===== src/rtl/pmg_pkg.sv =====
package pmg_pkg;

  typedef enum logic [1:0] {
    ST_OK     = 2'b00,
    ST_WLOCK  = 2'b01,
    ST_BADMAC = 2'b10,
    ST_RDENY  = 2'b11
  } status_e;

  typedef enum logic [0:0] {
    FSM_IDLE = 1'b0,
    FSM_WAIT = 1'b1
  } fsm_e;

  // packed: the last field is bit 0
  typedef struct packed {
    logic auth;     // bit 3
    logic emul;     // bit 2
    logic wr_lock;  // bit 1
    logic rd_lock;  // bit 0
  } prot_t;

  localparam logic [1:0] OP_READ  = 2'b00;
  localparam logic [1:0] OP_WRITE = 2'b01;

endpackage


===== src/rtl/pmg_flag_bank.sv =====
module pmg_flag_bank
  import pmg_pkg::*;
#(
  parameter int NUM_AREAS = 4,
  localparam int AREA_W = (NUM_AREAS > 1) ? $clog2(NUM_AREAS) : 1
) (
  input  logic                        clk,
  input  logic                        rst_n,
  input  logic                        set_en,
  input  logic [AREA_W-1:0]           set_area,
  input  prot_t                       set_bits,
  output prot_t [NUM_AREAS-1:0]       flags_o
);

  prot_t [NUM_AREAS-1:0] flags_q;
  prot_t [NUM_AREAS-1:0] flags_d;

  for (genvar g = 0; g < NUM_AREAS; g++) begin : g_area
    logic hit;
    assign hit = set_en && (set_area == AREA_W'(g));

    always_comb begin
      flags_d[g] = flags_q[g];
      if (hit) flags_d[g] = flags_q[g] | set_bits;
    end

    always_ff @(posedge clk or negedge rst_n) begin
      if (!rst_n) flags_q[g] <= '0;
      else        flags_q[g] <= flags_d[g];
    end
  end

  assign flags_o = flags_q;

  AST_FLAGS_STICKY: assert property (@(posedge clk) disable iff (!rst_n)
    1'b1 |=> (($past(flags_q) & ~flags_q) == '0));

endmodule


===== src/rtl/pmg_store.sv =====
module pmg_store #(
  parameter int DEPTH     = 16,
  parameter int DATA_W    = 32,
  parameter int SEC_BASE  = 12,
  parameter int SEC_WORDS = 4,
  localparam int ADDR_W = $clog2(DEPTH),
  localparam int SEC_W  = SEC_WORDS * DATA_W
) (
  input  logic              clk,
  input  logic              rst_n,
  input  logic              we,
  input  logic [ADDR_W-1:0] addr,
  input  logic [DATA_W-1:0] wdata,
  output logic [DATA_W-1:0] rdata,
  output logic [SEC_W-1:0]  secret_o
);

  logic [DEPTH-1:0][DATA_W-1:0] word_q;
  logic [DEPTH-1:0][DATA_W-1:0] word_d;

  for (genvar i = 0; i < DEPTH; i++) begin : g_word
    logic wen;
    assign wen = we && (addr == ADDR_W'(i));

    always_comb begin
      word_d[i] = word_q[i];
      if (wen) word_d[i] = wdata;
    end

    always_ff @(posedge clk or negedge rst_n) begin
      if (!rst_n) word_q[i] <= '0;
      else        word_q[i] <= word_d[i];
    end
  end

  for (genvar s = 0; s < SEC_WORDS; s++) begin : g_sec
    assign secret_o[s*DATA_W +: DATA_W] = word_q[SEC_BASE + s];
  end

  assign rdata = word_q[addr];

endmodule


===== src/rtl/pmg_mac_cmp.sv =====
module pmg_mac_cmp #(
  parameter int MAC_W = 256,
  parameter int CHUNK = 32,
  localparam int NCH  = MAC_W / CHUNK
) (
  input  logic [MAC_W-1:0] host_mac,
  input  logic [MAC_W-1:0] calc_mac,
  output logic             match
);

  logic [NCH-1:0] chunk_eq;

  for (genvar c = 0; c < NCH; c++) begin : g_chunk
    assign chunk_eq[c] = (host_mac[c*CHUNK +: CHUNK] == calc_mac[c*CHUNK +: CHUNK]);
  end

  assign match = &chunk_eq;

  initial begin
    AST_CHUNK_FIT: assert (NCH * CHUNK == MAC_W);
  end

endmodule


===== src/rtl/prot_mem_guard.sv =====
module prot_mem_guard
  import pmg_pkg::*;
#(
  parameter int NUM_AREAS      = 4,
  parameter int WORDS_PER_AREA = 4,
  parameter int DATA_W         = 32,
  parameter int MAC_W          = 256,
  parameter int CMP_CHUNK      = 32,
  localparam int WORD_W = (WORDS_PER_AREA > 1) ? $clog2(WORDS_PER_AREA) : 1,
  localparam int AREA_W = (NUM_AREAS > 1) ? $clog2(NUM_AREAS) : 1,
  localparam int ADDR_W = AREA_W + WORD_W,
  localparam int SEC_W  = WORDS_PER_AREA * DATA_W
) (
  input  logic              clk,
  input  logic              rst_n,
  input  logic              req_valid,
  input  logic [1:0]        req_op,
  input  logic [ADDR_W-1:0] req_addr,
  input  logic [DATA_W-1:0] req_wdata,
  input  logic [MAC_W-1:0]  req_mac,
  output logic              busy,
  output logic              rsp_valid,
  output logic [1:0]        rsp_status,
  output logic [DATA_W-1:0] rsp_rdata,
  output logic              mac_req,
  output logic [DATA_W-1:0] mac_new_data,
  output logic [DATA_W-1:0] mac_old_data,
  output logic [SEC_W-1:0]  mac_secret,
  input  logic              mac_done,
  input  logic [MAC_W-1:0]  mac_value
);

  localparam int DEPTH       = 1 << ADDR_W;
  localparam int SECRET_AREA = NUM_AREAS - 1;
  localparam int SEC_BASE    = SECRET_AREA * WORDS_PER_AREA;

  // reset: asserted asynchronously, released on the clock
  logic rst_meta_q, rst_sync_n;
  always_ff @(posedge clk or negedge rst_n) begin
    if (!rst_n) begin
      rst_meta_q <= 1'b0;
      rst_sync_n <= 1'b0;
    end else begin
      rst_meta_q <= 1'b1;
      rst_sync_n <= rst_meta_q;
    end
  end

  // state
  fsm_e              state_q, state_d;
  logic [ADDR_W-1:0] pend_addr_q;
  logic [DATA_W-1:0] pend_data_q;
  logic [MAC_W-1:0]  pend_mac_q;
  logic              rsp_valid_q, rsp_valid_d;
  status_e           rsp_status_q, rsp_status_d;
  logic [DATA_W-1:0] rsp_rdata_q, rsp_rdata_d;

  // datapath
  logic                  accept, load_pend;
  logic [ADDR_W-1:0]     cur_addr;
  logic [AREA_W-1:0]     cur_area;
  logic [DATA_W-1:0]     new_data, old_data, commit_data;
  prot_t [NUM_AREAS-1:0] flags;
  prot_t                 cur_flags;
  logic                  mem_we, set_en, mac_match;

  assign accept    = req_valid && (state_q == FSM_IDLE);
  assign cur_addr  = (state_q == FSM_WAIT) ? pend_addr_q : req_addr;
  assign cur_area  = cur_addr[ADDR_W-1:WORD_W];
  assign new_data  = (state_q == FSM_WAIT) ? pend_data_q : req_wdata;
  assign cur_flags = flags[cur_area];
  assign commit_data = cur_flags.emul ? (old_data & new_data) : new_data;

  pmg_flag_bank #(.NUM_AREAS(NUM_AREAS)) u_flags (
    .clk      (clk),
    .rst_n    (rst_sync_n),
    .set_en   (set_en),
    .set_area (req_addr[ADDR_W-1:WORD_W]),
    .set_bits (prot_t'(req_wdata[3:0])),
    .flags_o  (flags)
  );

  pmg_store #(
    .DEPTH     (DEPTH),
    .DATA_W    (DATA_W),
    .SEC_BASE  (SEC_BASE),
    .SEC_WORDS (WORDS_PER_AREA)
  ) u_store (
    .clk      (clk),
    .rst_n    (rst_sync_n),
    .we       (mem_we),
    .addr     (cur_addr),
    .wdata    (commit_data),
    .rdata    (old_data),
    .secret_o (mac_secret)
  );

  pmg_mac_cmp #(.MAC_W(MAC_W), .CHUNK(CMP_CHUNK)) u_cmp (
    .host_mac (pend_mac_q),
    .calc_mac (mac_value),
    .match    (mac_match)
  );

  // next-state decision
  always_comb begin
    state_d      = state_q;
    rsp_valid_d  = 1'b0;
    rsp_status_d = ST_OK;
    rsp_rdata_d  = '0;
    mem_we       = 1'b0;
    set_en       = 1'b0;
    load_pend    = 1'b0;
    if (state_q == FSM_IDLE) begin
      if (accept) begin
        if (req_op == OP_READ) begin
          rsp_valid_d = 1'b1;
          if (cur_flags.rd_lock || (cur_area == AREA_W'(SECRET_AREA))) rsp_status_d = ST_RDENY;
          else rsp_rdata_d = old_data;
        end else if (req_op == OP_WRITE) begin
          if (cur_flags.wr_lock) begin
            rsp_valid_d  = 1'b1;
            rsp_status_d = ST_WLOCK;
          end else if (cur_flags.auth) begin
            load_pend = 1'b1;
            state_d   = FSM_WAIT;
          end else begin
            rsp_valid_d = 1'b1;
            mem_we      = 1'b1;
          end
        end else begin
          rsp_valid_d = 1'b1;
          set_en      = 1'b1;
        end
      end
    end else if (mac_done) begin
      rsp_valid_d = 1'b1;
      state_d     = FSM_IDLE;
      if (mac_match) mem_we = 1'b1;
      else rsp_status_d = ST_BADMAC;
    end
  end

  // registers
  always_ff @(posedge clk or negedge rst_sync_n) begin
    if (!rst_sync_n) begin
      state_q      <= FSM_IDLE;
      rsp_valid_q  <= 1'b0;
      rsp_status_q <= ST_OK;
      rsp_rdata_q  <= '0;
    end else begin
      state_q      <= state_d;
      rsp_valid_q  <= rsp_valid_d;
      rsp_status_q <= rsp_status_d;
      rsp_rdata_q  <= rsp_rdata_d;
    end
  end

  always_ff @(posedge clk or negedge rst_sync_n) begin
    if (!rst_sync_n) begin
      pend_addr_q <= '0;
      pend_data_q <= '0;
      pend_mac_q  <= '0;
    end else if (load_pend) begin
      pend_addr_q <= req_addr;
      pend_data_q <= req_wdata;
      pend_mac_q  <= req_mac;
    end
  end

  assign busy         = (state_q == FSM_WAIT);
  assign mac_req      = (state_q == FSM_WAIT);
  assign mac_new_data = pend_data_q;
  assign mac_old_data = old_data;
  assign rsp_valid    = rsp_valid_q;
  assign rsp_status   = rsp_status_q;
  assign rsp_rdata    = rsp_rdata_q;

  // checks
  AST_WLOCK_NO_COMMIT: assert property (@(posedge clk) disable iff (!rst_sync_n)
    mem_we |-> !flags[cur_area].wr_lock);
  AST_EMUL_CLEAR_ONLY: assert property (@(posedge clk) disable iff (!rst_sync_n)
    (mem_we && flags[cur_area].emul) |-> ((commit_data & ~old_data) == '0));
  AST_AUTH_NEEDS_MATCH: assert property (@(posedge clk) disable iff (!rst_sync_n)
    (mem_we && flags[cur_area].auth) |-> (mac_done && (pend_mac_q == mac_value)));
  AST_DENY_NO_DATA: assert property (@(posedge clk) disable iff (!rst_sync_n)
    (rsp_valid_q && (rsp_status_q == ST_RDENY)) |-> (rsp_rdata_q == '0));
  AST_MACREQ_HELD: assert property (@(posedge clk) disable iff (!rst_sync_n)
    (mac_req && !mac_done) |=> mac_req);
  AST_WAIT_FROZEN: assert property (@(posedge clk) disable iff (!rst_sync_n)
    (busy && !mac_done) |=> ($stable(pend_addr_q) && $stable(pend_mac_q) && !rsp_valid_q));
  AST_DONE_RESPONDS: assert property (@(posedge clk) disable iff (!rst_sync_n)
    (busy && mac_done) |=> (rsp_valid_q && !busy));

endmodule


===== config.mk =====
export PLATFORM = sky130hd
export DESIGN_NAME = prot_mem_guard
export DESIGN_NICKNAME = d
export VERILOG_FILES = /design/src/rtl/pmg_pkg.sv /design/src/rtl/pmg_flag_bank.sv /design/src/rtl/pmg_store.sv /design/src/rtl/pmg_mac_cmp.sv /design/src/rtl/prot_mem_guard.sv
export SDC_FILE = /design/constraint.sdc
export NUM_CORES = 2
export LEC_CHECK = 0
export BUFFER_PORTS_ARGS = -buffer_cell sky130_fd_sc_hd__buf_2
export CORE_UTILIZATION = 25
export DETAILED_ROUTE_END_ITERATION = 16
export HOLD_SLACK_MARGIN = 0.08
export PLACE_DENSITY = 0.47
export SYNTH_ARGS = -nofsm -noshare
export SYNTH_HDL_FRONTEND = slang
export SYNTH_SLANG_ARGS = --single-unit

===== constraint.sdc =====
create_clock -name clk -period 50.3 [get_ports clk]
set_clock_uncertainty 0.05 [all_clocks]
set_input_delay 2.515 -clock clk [delete_from_list [all_inputs] [get_ports clk]]
set_output_delay 2.515 -clock clk [all_outputs]
set_load 0.05 [all_outputs]

# Yosys cells after proc, flatten, opt, wreduce, memory -nomap -nowiden
# Cells that the tools add are included.
totals:
  reg_bits: 858
  latchBits: 0
  ram_bits: 0
  mem_bits_ro: 0
  inputBits: 554
  output_inout_bits: 229
  word_cells: 148
  memories: 0
op_classes:
  add_sub_neg: 0
  n_mul: 0
  div: 0
  n_lt_le_gt_ge: 2
  n_eq_ne: 28
  n_shift: 0
  muxes: 45
  bitwise: 6
  reduce_logical: 26
ops:
  columns: ["cell", "n"]
  rows:
  - ["equality test 32 bit", 8]
  - ["two-way mux 32 bit", 7]
  - ["binary-select mux 32 bit (select 4 bit)", 1]
  - ["AND 32 bit", 1]
  - ["equality test 4 bit (second input constant)", 8]
  - ["two-way mux 1 bit", 28]
  - ["logical AND 1 bit", 21]
  - ["equality test 4 x 3 -> 1 bit (second input constant)", 4]
  - ["bitwise OR 4 bit", 4]
  - ["two-way mux 2 bit", 6]
  - ["binary-select mux 4 bit (select 2 bit)", 1]
  - ["equality test 4 x 2 -> 1 bit (second input constant)", 2]
  - ["two-way mux 4 bit", 2]
  - ["AND reduction 8 bit", 1]
  - ["equality test 2 bit (second input constant)", 3]
  - ["< comparator 4 x 5 -> 1 bit (second input constant)", 1]
  - ["equality test 2 x 1 -> 1 bit (second input constant)", 2]
  - ["equality test 4 x 1 -> 1 bit (second input constant)", 1]
  - ["zero test 2 bit", 2]
  - ["zero test 4 bit", 1]
  - ["< comparator 2 x 3 -> 1 bit (second input constant)", 1]
  - ["logical OR 1 bit", 1]
  - ["inverter 1 bit", 1]

# Logic depth before layout (Yosys ltp)
depth:
  word_depth: 10
  depth_mapped: 11
  ltp_nobuf: 7

# Cells and area by module
# Synthesis repeated with hierarchy kept, for this count alone.
unflattened:
  hier_cells: 2748
  hier_area_um2: 40312.4
by_module_without_submodules:
  columns: ["module", "instances", "cells_per_inst", "area_per_inst_um2", "seq_area_each_um2"]
  rows:
  - ["pmg_store", 1, 1534, 23940.5, 12812.3]
  - ["prot_mem_guard", 1, 832, 13015.0, 8257.9]
  - ["pmg_mac_cmp", 1, 341, 2786.4, 0.0]
  - ["pmg_flag_bank", 1, 41, 570.5, 400.4]

# Least setup slack after synthesis
# No wires, ideal clock.
synth_timing:
  kind: "input-to-output"
  start: "input req_addr[2]"
  end: "output mac_old_data[10]"
  t_arrival_ps: 4498
  t_required_ps: 47735
  setup_slack_ps: 43237
  stages: 4
  path_buffers: 2
  path_cell_list: "mux2i_1 -> buf_2 -> buf_1 -> mux2i_1"
synth_between:
  elab_chain_len: 3
synth_rtl:
  columns: ["element", "line", "source"]
  rows:
  - ["start: declaration", "prot_mem_guard.sv:18", "input logic [ADDR_W-1:0] req_addr,"]
  - ["two-way mux 4 bit", "prot_mem_guard.sv:68", "assign cur_addr = (state_q == FSM_WAIT) ? pend_addr_q : req_addr;"]
  - ["binary-select mux 32 bit (select 4 bit)", "pmg_store.sv:40", "assign rdata = word_q[addr];"]
  - ["two-way mux 32 bit (not written as such)", "pmg_store.sv:40", null]
  - ["end: declaration", "prot_mem_guard.sv:27", "output logic [DATA_W-1:0] mac_old_data,"]
# No other way between the ends. The select of a mux whose other input is x is not followed.

# Worst setup path after layout
layout_timing:
  start: "input req_addr[1]"
  end: "output mac_old_data[1]"
# Same word-level chain as after synthesis.

==> metrics <==
outcome complete, no violations; number of instances on the worst hold path 0; Core ar. 161000 um^2; first-pass iteration count of the detailed router 5; crit path DAT 5.69 ns; cell depth of the worst flop-to-flop path 9; area fraction in and, or, nand and nor cells after synthesis around 3.2%; compound-cell area share of the yosys netlist 1.04%; unrepaired setup endpoints after global routing false; floorplan die height 405 um; Total Wirelength 145000 um; clock root cell sky130_fd_sc_hd__clkbuf_16; worst setup slack for register-to-register paths 44.12 ns; Crit path required time roughly 48 ns; maximum number of pins on one net before global-route repair roughly 170; RePlAce Congestion 0.873; share of the synthesized area in the top cell type between 50% and 60%; Clock H-tree levels 3; post-detail-place hpwl about 110000 um; post-route worst setup slack roughly 42 ns; number of failing setup endpoints in the final timing report 0; Critical Path Start Type primary input; layout cells sized above 1 56.1%; peak supply drop 0.0344 mV; aggregate global-route resource usage 17.6%; most common flop cell mapped by yosys sky130_fd_sc_hd__dfrtp_1; antenna-violating nets left 0; overall power after layout 2.24 mW; sw frac between 30% and 40%; worst skew pair latency 0.74 ns; sum of negative setup slack 0 ns; critical setup path kind in2out; end of the worst hold path rst_sync_n$_DFF_PN0_; iteration-0 DRC count of the detailed router 1364; number of CTS-inserted buffers 103; Cell variety after synth 39; hold path startpoint rst_meta_q$_DFF_PN0_; worst hold margin 0.304 ns; pre-CTS worst setup slack between 40 and 50 ns; Synth area leaders sky130_fd_sc_hd__dfrtp_1 (53%), sky130_fd_sc_hd__mux2_2 (22%), sky130_fd_sc_hd__mux4_2 (7.2%); part of the power in combinational logic 22.2%; number of hold violations in the final report 0; final slew viol count 0; count of maximum capacitance violations 0; Post-Syn Instances 2761; total die area 164000 um^2; post-synthesis to final-layout area growth 22.0%; initial antenna violation count 65; via count 25300; FP Rows 147; leakage power figure between 20 and 25 nW; register bit total from synthesis 857; post-route fraction of the period consumed by the critical path around 16%; areal power density over the cells 45.2 nW/um^2; DRC violation count after routing 0; part of the total power dissipated in the clock network 34.0%; Reg power frac 43.8%; number of top-level design ports 783; main combinational cell family by area after synthesis multiplexers; cell-internal power 1.50 mW; global-route wire length before repair 205000 um; TritonCTS clock tree done; Relative slew margins 20.1%; synthesized net count roughly 3300; clock transition at the registers of the reported paths about 0.05 ns; critical path fanouts, max 84; total number of yosys warnings 0; NetSw 0.734 mW; number of buffers on the longest clock path 3; total congestion overflow after global routing 0; quantity of gates resized following cts 0; post-synthesis cell area 40600 um^2; Post-Synth Adder-Cell Area 0%; number of clock sinks seen by CTS between 800 and 900; vias in the first global route ~27000; count of input and output buffers 782; Vias/cell 4.47; number of filler cells placed in the layout roughly 16000; sequential fraction of the synthesis area 52.8%; post-CTS setup buffer count 0; maximum frequency from static timing analysis about 120 MHz; classification of the worst-slack hold path reg2reg; largest area contributor in the synthesized netlist sky130_fd_sc_hd__dfrtp_1; reg-to-reg endpoint pend_mac_q[216]$_DFFE_PN0P_; fin util 30.8%; count of flip-flops with a built-in enable after synthesis 0; worst r2r src busy$_DFF_PN0_; minimum period implied by the final worst setup slack 8.26 ns; hold buffer count at cts 0; routed wire length per instance 25.6 um; share of cell area taken by muxes after synthesis 32.9%; type of destination of the critical path output port; Die Width roughly 400 um; starting density of the core roughly a quarter; synthesized area divided by synthesized cell count 14.7 um^2; share of flip-flops with an asynchronous set or reset 100%; actual transition at the worst max-transition pin 1.19 ns; post-synthesis xor/xnor area fraction 5.52%; fin nets 3953
==> final cells by class <==
| cell class | count | area, um^2 | area share (%) |
|---|---|---|---|
| sequential | 857 | 21500 | 43.3 |
| multi-input combinational | 1607 | 17500 | 35.3 |
| timing repair buffer | 829 | 4300 | 8.69 |
| clock buffer | 158 | 3110 | 6.29 |
| tap | 2160 | 2700 | 5.46 |
| clock inverter | 28 | 369 | 0.745 |
| antenna | 30 | 75.1 | 0.152 |
| inverter | 1 | 3.75 | 0.00758 |
==> flip-flops by register name, indices dropped and copies added, names as in the netlist <==
name,cells
mac_new_data,32
u_store.word_q,384
u_flags.flags_o,15
pend_mac_q,256
busy,1
rsp_status,2
rsp_rdata,32
rst_meta_q,1
rsp_valid,1
rst_sync_n,1
u_store.secret_o,128
pend_addr_q,4
==> how the worst max path moves through the flow <==
stage / end / cells past startpoint / slack, ns / from
3_3_place_gp: mac_old_data[1] / 7 / 42.09 / req_addr[1]
5_1_grt: mac_old_data[1] / 7 / 41.93 / req_addr[1]
3_5_place_dp: mac_old_data[1] / 7 / 42.05 / req_addr[1]
4_1_cts: mac_old_data[1] / 7 / 42.05 / req_addr[1]
2_1_floorplan: busy$_DFF_PN0_ / 0 / 24.59 / rst_sync_n$_DFF_PN0_
6_report: mac_old_data[1] / 7 / 42.04 / req_addr[1]
==> synth_stat cells, types with 16 or more instances <==
cell type and count:
sky130_fd_sc_hd__nor4_1 69, sky130_fd_sc_hd__mux2i_1 133, sky130_fd_sc_hd__mux4_2 130, sky130_fd_sc_hd__mux2_2 800, sky130_fd_sc_hd__buf_2 79, sky130_fd_sc_hd__dfrtp_1 857, sky130_fd_sc_hd__buf_4 158, sky130_fd_sc_hd__clkbuf_1 45
sky130_fd_sc_hd__a21o_1 16, sky130_fd_sc_hd__nand2_1 20, sky130_fd_sc_hd__xor2_1 256, sky130_fd_sc_hd__nor2_1 74, sky130_fd_sc_hd__nand4_1 19, sky130_fd_sc_hd__and2_1 33
==> cell usage in the layout, fill, tap and decap left out, types with 2 or more instances in the layout <==
cell type / Yosys / routed
sky130_fd_sc_hd__a21o_1: 16 / 16
sky130_fd_sc_hd__and2_1: 33 / 33
sky130_fd_sc_hd__buf_12: 0 / 3
sky130_fd_sc_hd__buf_2: 79 / 782
sky130_fd_sc_hd__buf_4: 158 / 44
sky130_fd_sc_hd__bufinv_16: 0 / 3
sky130_fd_sc_hd__clkbuf_1: 45 / 22
sky130_fd_sc_hd__clkbuf_16: 0 / 103
sky130_fd_sc_hd__clkbuf_8: 0 / 33
sky130_fd_sc_hd__clkinv_16: 0 / 5
sky130_fd_sc_hd__clkinv_2: 0 / 15
sky130_fd_sc_hd__dfrtp_1: 857 / 855
sky130_fd_sc_hd__dfrtp_4: 0 / 2
sky130_fd_sc_hd__diode_2: 0 / 30
sky130_fd_sc_hd__inv_6: 0 / 3
sky130_fd_sc_hd__mux2_1: 6 / 5
sky130_fd_sc_hd__mux2_2: 800 / 799
sky130_fd_sc_hd__mux2_8: 0 / 2
sky130_fd_sc_hd__mux2i_1: 133 / 132
sky130_fd_sc_hd__mux4_2: 130 / 130
sky130_fd_sc_hd__nand2_1: 20 / 20
sky130_fd_sc_hd__nand2b_1: 2 / 2
sky130_fd_sc_hd__nand3_1: 9 / 9
sky130_fd_sc_hd__nand4_1: 19 / 19
sky130_fd_sc_hd__nor2_1: 74 / 74
sky130_fd_sc_hd__nor3_1: 3 / 2
sky130_fd_sc_hd__nor4_1: 69 / 69
sky130_fd_sc_hd__o21ai_4: 0 / 3
sky130_fd_sc_hd__o22ai_4: 0 / 2
sky130_fd_sc_hd__o32ai_4: 4 / 7
sky130_fd_sc_hd__o41ai_4: 0 / 5
sky130_fd_sc_hd__or3_1: 9 / 9
sky130_fd_sc_hd__xor2_1: 256 / 256
==> worst max-delay path, stage by stage <==
cell                      delay, ns
sky130_fd_sc_hd__buf_2         0.10
sky130_fd_sc_hd__mux2_8        0.62
sky130_fd_sc_hd__buf_4         0.75
sky130_fd_sc_hd__mux4_2        0.34
sky130_fd_sc_hd__mux2i_1       0.07
sky130_fd_sc_hd__mux2i_1       0.68
sky130_fd_sc_hd__buf_2         0.39
==> logic make-up after synthesis <==
family                 after synthesis
AO/OA/AOI/OAI                       36
XOR/XNOR                           256
buffers and inverters              297
flip-flops                         857
multiplexers                      1070
other                                1
AND/OR/NAND/NOR                    244
==> power by group through the flow <==
stage,combinational [mW],clock [mW],sequential (mW)
2_1_floorplan,0.326,0,0.984
3_3_place_gp,0.495,0,0.991
3_5_place_dp,0.503,0,0.994
4_1_cts,0.505,0.789,0.981
5_1_grt,0.537,0.811,0.997
6_report,0.497,0.762,0.980
==> per-stage QoR <==
step	cells	cell area [um^2]
floorplan	2761	40600
global placement	5454	46000
detailed placement	5454	46000
CTS	5640	49400
global route	5651	49500
finish	5670	49500
==> routing by layer <==
metal	vias to the layer above	track usage (%)	share of wire [%]
met2	742	29.9	49
met3	246	4.34	5.8
met4	12	6.04	3.4
met1	13200	21.5	41
met5	-	0	0.063
li1	11200	-	-
(Power assumes the default switching activity.)
